File: src/rtl/uart_brk_pkg.sv
package uart_brk_pkg;

    typedef enum logic [1:0] {
        ST_OFF  = 2'd0,
        ST_WAIT = 2'd1,
        ST_SEND = 2'd2
    } tx_state_e;

    typedef enum logic [1:0] {
        FK_DATA  = 2'd0,
        FK_BREAK = 2'd1,
        FK_IDLE  = 2'd2
    } frame_kind_e;

endpackage

File: src/rtl/uart_brk_req.sv
module uart_brk_req (
    input  logic clk,
    input  logic rst_n,
    input  logic tx_en_i,
    input  logic brk_i,
    input  logic take_idle_i,
    input  logic take_brk_i,
    output logic idle_act_o,
    output logic brk_act_o
);

    logic en_prev;
    logic brk_prev;
    logic idle_pend;
    logic brk_pend;
    logic en_rise;
    logic brk_rise;

    assign en_rise    = tx_en_i & ~en_prev;
    assign brk_rise   = brk_i & ~brk_prev;
    assign idle_act_o = idle_pend | en_rise;
    assign brk_act_o  = brk_pend | brk_i;

    always_ff @(posedge clk or negedge rst_n) begin
        if (!rst_n) begin
            en_prev   <= 1'b0;
            brk_prev  <= 1'b0;
            idle_pend <= 1'b0;
            brk_pend  <= 1'b0;
        end else begin
            en_prev   <= tx_en_i;
            brk_prev  <= brk_i;
            idle_pend <= ~take_idle_i & (idle_pend | en_rise);
            brk_pend  <= ~take_brk_i & (brk_pend | brk_rise);
        end
    end

    // an unserved idle request survives to the next cycle
    a_r5_idle_kept: assert property (@(posedge clk) disable iff (!rst_n)
        (idle_act_o && !take_idle_i) |=> idle_act_o);

    // a break edge that is not served at once is remembered
    a_r7_brk_latched: assert property (@(posedge clk) disable iff (!rst_n)
        (brk_i && !brk_prev && !take_brk_i) |=> brk_act_o);

endmodule

File: src/rtl/uart_brk_hold.sv
module uart_brk_hold #(
    parameter int unsigned DATA_W = 9
) (
    input  logic              clk,
    input  logic              rst_n,
    input  logic              load_valid_i,
    input  logic [DATA_W-1:0] load_data_i,
    input  logic              take_i,
    output logic              ready_o,
    output logic              full_o,
    output logic [DATA_W-1:0] data_o
);

    logic              full_q;
    logic [DATA_W-1:0] data_q;

    assign ready_o = ~full_q;
    assign full_o  = full_q;
    assign data_o  = data_q;

    always_ff @(posedge clk or negedge rst_n) begin
        if (!rst_n) begin
            full_q <= 1'b0;
            data_q <= '0;
        end else if (take_i) begin
            full_q <= 1'b0;
        end else if (load_valid_i && !full_q) begin
            full_q <= 1'b1;
            data_q <= load_data_i;
        end
    end

    // the held word remains until its frame starts
    a_r11_stays_full: assert property (@(posedge clk) disable iff (!rst_n)
        (full_q && !take_i) |=> full_q);

    // an offer while full leaves the held word untouched
    a_r11_offer_ignored: assert property (@(posedge clk) disable iff (!rst_n)
        (full_q && load_valid_i) |=> $stable(data_q));

endmodule

File: src/rtl/uart_brk_shift.sv
module uart_brk_shift #(
    parameter int unsigned FRAME_W = 11,
    parameter int unsigned CNT_W   = 4
) (
    input  logic               clk,
    input  logic               rst_n,
    input  logic               load_i,
    input  logic [FRAME_W-1:0] load_bits_i,
    input  logic [CNT_W-1:0]   load_len_i,
    input  logic               step_i,
    input  logic               idle_i,
    output logic               txd_o,
    output logic               last_o
);

    logic [FRAME_W-1:0] shreg;
    logic [CNT_W-1:0]   left;

    assign txd_o  = shreg[0];
    assign last_o = (left == '0);

    always_ff @(posedge clk or negedge rst_n) begin
        if (!rst_n) begin
            shreg <= '1;
            left  <= '0;
        end else if (load_i) begin
            shreg <= load_bits_i;
            left  <= load_len_i - CNT_W'(1);
        end else if (idle_i) begin
            shreg <= '1;
            left  <= '0;
        end else if (step_i && (left != '0)) begin
            shreg <= {1'b1, shreg[FRAME_W-1:1]};
            left  <= left - CNT_W'(1);
        end
    end

    // a bit stays on the line between ticks
    a_r2_bit_held: assert property (@(posedge clk) disable iff (!rst_n)
        (!load_i && !step_i && !idle_i) |=> $stable(txd_o));

endmodule

File: src/rtl/uart_brk_tx.sv
module uart_brk_tx
    import uart_brk_pkg::*;
#(
    parameter int unsigned DATA_W = 9
) (
    input  logic              clk,
    input  logic              rst_n,
    input  logic              bit_tick,
    input  logic              tx_enable,
    input  logic              send_brk,
    input  logic              long_word,
    input  logic              load_valid,
    input  logic [DATA_W-1:0] load_data,
    output logic              load_ready,
    output logic              txd,
    output logic              busy
);

    localparam int unsigned FRAME_W = DATA_W + 2;
    localparam int unsigned CNT_W   = $clog2(FRAME_W + 1);
    localparam logic [CNT_W-1:0] LEN_SHORT = CNT_W'(DATA_W + 1);
    localparam logic [CNT_W-1:0] LEN_LONG  = CNT_W'(FRAME_W);

    tx_state_e   state_q, state_d;
    frame_kind_e kind;

    logic              idle_act, brk_act;
    logic              hold_full;
    logic [DATA_W-1:0] hold_data;
    logic              last;
    logic              at_edge, start, frame_end, step;
    logic              take_idle, take_brk, take_data;
    logic [FRAME_W-1:0] bits;
    logic [CNT_W-1:0]   len;

    uart_brk_req u_req (
        .clk        (clk),
        .rst_n      (rst_n),
        .tx_en_i    (tx_enable),
        .brk_i      (send_brk),
        .take_idle_i(take_idle),
        .take_brk_i (take_brk),
        .idle_act_o (idle_act),
        .brk_act_o  (brk_act)
    );

    uart_brk_hold #(.DATA_W(DATA_W)) u_hold (
        .clk         (clk),
        .rst_n       (rst_n),
        .load_valid_i(load_valid),
        .load_data_i (load_data),
        .take_i      (take_data),
        .ready_o     (load_ready),
        .full_o      (hold_full),
        .data_o      (hold_data)
    );

    uart_brk_shift #(.FRAME_W(FRAME_W), .CNT_W(CNT_W)) u_shift (
        .clk        (clk),
        .rst_n      (rst_n),
        .load_i     (start),
        .load_bits_i(bits),
        .load_len_i (len),
        .step_i     (step),
        .idle_i     (frame_end),
        .txd_o      (txd),
        .last_o     (last)
    );

    // Frame boundary decision and request priority
    always_comb begin
        at_edge = bit_tick && tx_enable &&
                  ((state_q == ST_WAIT) || ((state_q == ST_SEND) && last));
        if (idle_act) begin
            kind = FK_IDLE;
        end else if (brk_act) begin
            kind = FK_BREAK;
        end else begin
            kind = FK_DATA;
        end
        take_idle = at_edge && (kind == FK_IDLE);
        take_brk  = at_edge && (kind == FK_BREAK);
        take_data = at_edge && (kind == FK_DATA) && hold_full;
        start     = take_idle || take_brk || take_data;
        frame_end = bit_tick && (state_q == ST_SEND) && last && !start;
        step      = bit_tick && (state_q == ST_SEND) && !last;
        len       = long_word ? LEN_LONG : LEN_SHORT;
    end

    // Frame image, bit 0 goes on the line first
    always_comb begin
        bits = '1;
        unique case (kind)
            FK_IDLE:  bits = '1;
            FK_BREAK: bits = '0;
            FK_DATA: begin
                bits[0] = 1'b0;
                for (int i = 0; i < DATA_W; i++) begin
                    if (long_word || (i < DATA_W - 1)) begin
                        bits[i+1] = hold_data[i];
                    end
                end
            end
            default:  bits = '1;
        endcase
    end

    // Next state
    always_comb begin
        state_d = state_q;
        unique case (state_q)
            ST_OFF: begin
                if (tx_enable) state_d = ST_WAIT;
            end
            ST_WAIT: begin
                if (!tx_enable)  state_d = ST_OFF;
                else if (start)  state_d = ST_SEND;
            end
            ST_SEND: begin
                if (frame_end) state_d = tx_enable ? ST_WAIT : ST_OFF;
            end
            default: state_d = ST_OFF;
        endcase
    end

    // State register
    always_ff @(posedge clk or negedge rst_n) begin
        if (!rst_n) state_q <= ST_OFF;
        else        state_q <= state_d;
    end

    // Outputs
    always_comb begin
        busy = (state_q == ST_SEND);
    end

    // the line is high whenever no frame is on it
    a_r12_high_when_free: assert property (@(posedge clk) disable iff (!rst_n)
        !busy |-> txd);

    // busy moves only on a tick
    a_r9_busy_on_tick: assert property (@(posedge clk) disable iff (!rst_n)
        !bit_tick |=> (busy == $past(busy)));

    // a chosen break puts the line low at once
    a_r3_break_low: assert property (@(posedge clk) disable iff (!rst_n)
        take_brk |=> (!txd && busy));

    // a chosen idle frame keeps the line high while busy
    a_r5_idle_high: assert property (@(posedge clk) disable iff (!rst_n)
        take_idle |=> (txd && busy));

    // a data frame opens with a low start bit
    a_r2_start_low: assert property (@(posedge clk) disable iff (!rst_n)
        take_data |=> (!txd && busy));

endmodule

File: config.mk
export PLATFORM = sky130hd
export DESIGN_NAME = uart_brk_tx
export DESIGN_NICKNAME = d
export VERILOG_FILES = /design/src/rtl/uart_brk_pkg.sv /design/src/rtl/uart_brk_req.sv /design/src/rtl/uart_brk_hold.sv /design/src/rtl/uart_brk_shift.sv /design/src/rtl/uart_brk_tx.sv
export SDC_FILE = /design/constraint.sdc
export NUM_CORES = 1
export LEC_CHECK = 0
export BUFFER_PORTS_ARGS = -buffer_cell sky130_fd_sc_hd__buf_4
export CAP_MARGIN = 20
export CORE_ASPECT_RATIO = 1.25
export CORE_MARGIN = 4
export CORE_UTILIZATION = 56
export DETAILED_ROUTE_END_ITERATION = 10
export GPL_TIMING_DRIVEN = 0
export HOLD_SLACK_MARGIN = 0.06
export PLACE_DENSITY = 0.77
export SYNTH_ARGS = -nofsm -noshare
export SYNTH_HDL_FRONTEND = slang
export SYNTH_SLANG_ARGS = --single-unit
File: constraint.sdc
create_clock -name clk -period 2.3 [get_ports clk]
set_input_delay 0.23 -clock clk [delete_from_list [all_inputs] [get_ports clk]]
set_output_delay 0.23 -clock clk [all_outputs]
set_load 0.02 [all_outputs]
==> reports/results.tsv <==
metric	value	unit
status	finished clean	
setup_tns	0	ns
Post-synth EDFFs	0	
Clk pwr share	19.0	%
RSZ-0062 raised after global routing	no	
Clock Skew	0.00723	ns
hold buffer count at cts	3	
clock-pin slew on the worst setup and hold paths	0.09	ns
Area Growth Syn to Fin	16.8	%
power per cell area	880	nW/µm²
peak supply drop	0.000474	V
via count	1121	
postcts setup bufs	0	
top cell type by total area after synthesis	dfrtp_1	
Cell Count, Final, Fillers Out	200	
vias in the first global route	1163	
top cells by count, synth	dfrtp_1, inv_1, nor2_1	
Cells after Synth	138	
Clk Latency, worst-skew pair	0.33	ns
Netlist cell types	40	
gr usage total	19.5	%
Antenna Cells	0	
Clock Sinks	31	
worst hold path type	in2reg	
WHS	0.0874	ns
CTS tree	done	
dominant synthesized flop cell	dfrtp_1	
GRT overflow	0	
Cells after DPL	189	
gpl congestion	0.724	
Worst Setup Path Type	reg2reg	
Fin. Hold Viols	0	
drt via density	5.61	
Fmax achieved	0.518	GHz
Final Setup Violations	0	
initial antenna violation count	0	
Gate power share	31.3	%
Final period util	84.0	%
# resized after CTS	0	
Post-Synthesis Net Count	155	
fraction of registers with async set/reset	100	%
layout cell share with drive strength beyond 1	38.3	%
Max Cap Violations	0	
share of the synthesized area in the top cell type	32.8	%
Port-buffer cells	18	
global-route wire length before repair	5060	µm
sequential share of the synthesized area	51.7	%
I/O pin count	19	
largest buffer count on any clock path	2	
share of power burned in registers	49.7	%
Final ANT Viol Nets	0	
top-count cell post-synth	dfrtp_1	
Arr. time, crit path	2.15	ns
root buffer cell	clkbuf_4	
DIE AREA	3630	µm²
Slew Limit Headroom	68.2	%
DRT Pass-1 Iters	4	
synth warn	0	
drt total wl	2860	µm
Pleak	0.850	nW
DPL Wire Length	2120	µm
Mapped Area	1530	µm²
total number of H-tree levels	2	
WL/cell	14.3	µm
Net Switching	0.000513	W
Die H	66.4	µm
syn avg cell area	11.1	µm²
CP endpoint kind	flip-flop	
DRT iter0 DRCs	21	
Startpoint Class	flip-flop	
Max Slew Vio Count	0	
crit path max fanout	5	
CP required	2.52	ns
fin crit period	1.93	ns
Worst-Margin Slew	0.478	ns
number of buffers created by CTS	5	
largest net degree at the start of global routing	32	
DR DRC count	0	
Sw Share	32.7	%
core area	2530	µm²
Die X	54.7	µm
Int Power	0.00106	W
Cell Rows	20	
number of synthesized register bits	31	
nets	183	
initial core utilization	60.4	%
Synth area leaders	dfrtp_1, dfstp_2, a221oi_2	
layout by cell type (no fill, tap or decap), types with 2 or more instances in the layout:
cell type and instances:
dlygate4sd3_1 3, o21ai_0 11, clkbuf_1 4, dfrtp_1 20, inv_1 17, nor2_1 13, dfstp_2 11, buf_4 18
mux2i_1 2, and2b_2 2, nor3_1 2, clkbuf_4 5, nand2_1 5, nand2b_1 3, mux2_2 9, a21oi_1 5
a221oi_2 7, a221oi_1 2, and2_2 2, nand3b_1 2
cell families after synthesis:
logic type	Yosys count	share of synthesized area, %
and+or+nand+nor	38	14.3
DFF	31	51.7
adders and majority gates	1	0.820
AOI/OAI and AO/OA	34	18.2
buffers and inverters	22	6.06
muxes	12	8.93
layout make-up:
class,instances,area (µm²)
Multi-Input combinational cell,85,644
Sequential cell,31,790
Inverter,17,63.8
Fill cell,197,744
Clock buffer,7,45.0
Tap cell,33,41.3
Buffer,5,28.8
Timing Repair Buffer,21,165
Clock inverter,1,5.00
stage by stage:
step           cell area, µm²  total power, W  util, %  worst slack, ns
2_1_floorplan            1530         0.00114        -            0.591
3_3_place_gp             1700         0.00125     67.4            0.389
3_5_place_dp             1700         0.00128     67.4            0.364
4_1_cts                  1780         0.00159     70.5            0.346
5_1_grt                  1780         0.00169     70.5            0.149
6_report                 1780         0.00157     70.5            0.368
power by group through the flow:
stage | combinational, W | sequential, W | clock [W]
after floorplan | 0.000359 | 0.000777 | 0
after global placement | 0.000471 | 0.000780 | 0
after detailed placement | 0.000493 | 0.000791 | 0
after CTS | 0.000498 | 0.000780 | 0.000315
after global routing | 0.000559 | 0.000796 | 0.000333
final | 0.000491 | 0.000780 | 0.000298
path summary, 6_finish.rpt:
path / to / from / slack [ns] / cells after the start
max: u_shift.left[1] / u_shift.left[0] / 0.37 / 6
min: u_shift.left[0] / long_word / 0.09 / 2
max reg2reg: u_shift.left[1] / u_shift.left[0] / 0.37 / 6
min reg2reg: u_shift.shreg[8] / u_shift.shreg[8] / 0.48 / 2
max in group asynchronous: u_shift.shreg[5] / rst_n / 1.62 / 2
min in group asynchronous: u_req.en_prev / rst_n / 0.35 / 2
flip-flops by register name (all words and copies together), names as in the netlist:
register,cells
u_shift.left,4
u_req.brk_prev,1
u_hold.data_o,9
u_shift.shreg,11
u_hold.full_o,1
u_req.en_prev,1
state_q,2
u_req.brk_pend,1
u_req.idle_pend,1
per-layer routing:
metal / track usage [%] / part of all wire [%]
met3: 7.00 / 4.9
met4: 6.85 / 1.4
met2: 33.4 / 53
met5: 0 / 0
met1: 21.4 / 41
worst max-delay path, stage by stage, from the launching register on:
cell,delay (ns)
dfrtp_1,0.41
inv_1,0.07
ha_1,0.20
nor3b_2,0.34
a41o_1,0.29
and2_2,0.22
mux2_4,0.30
Note: power is estimated with default switching activity, not from simulation.
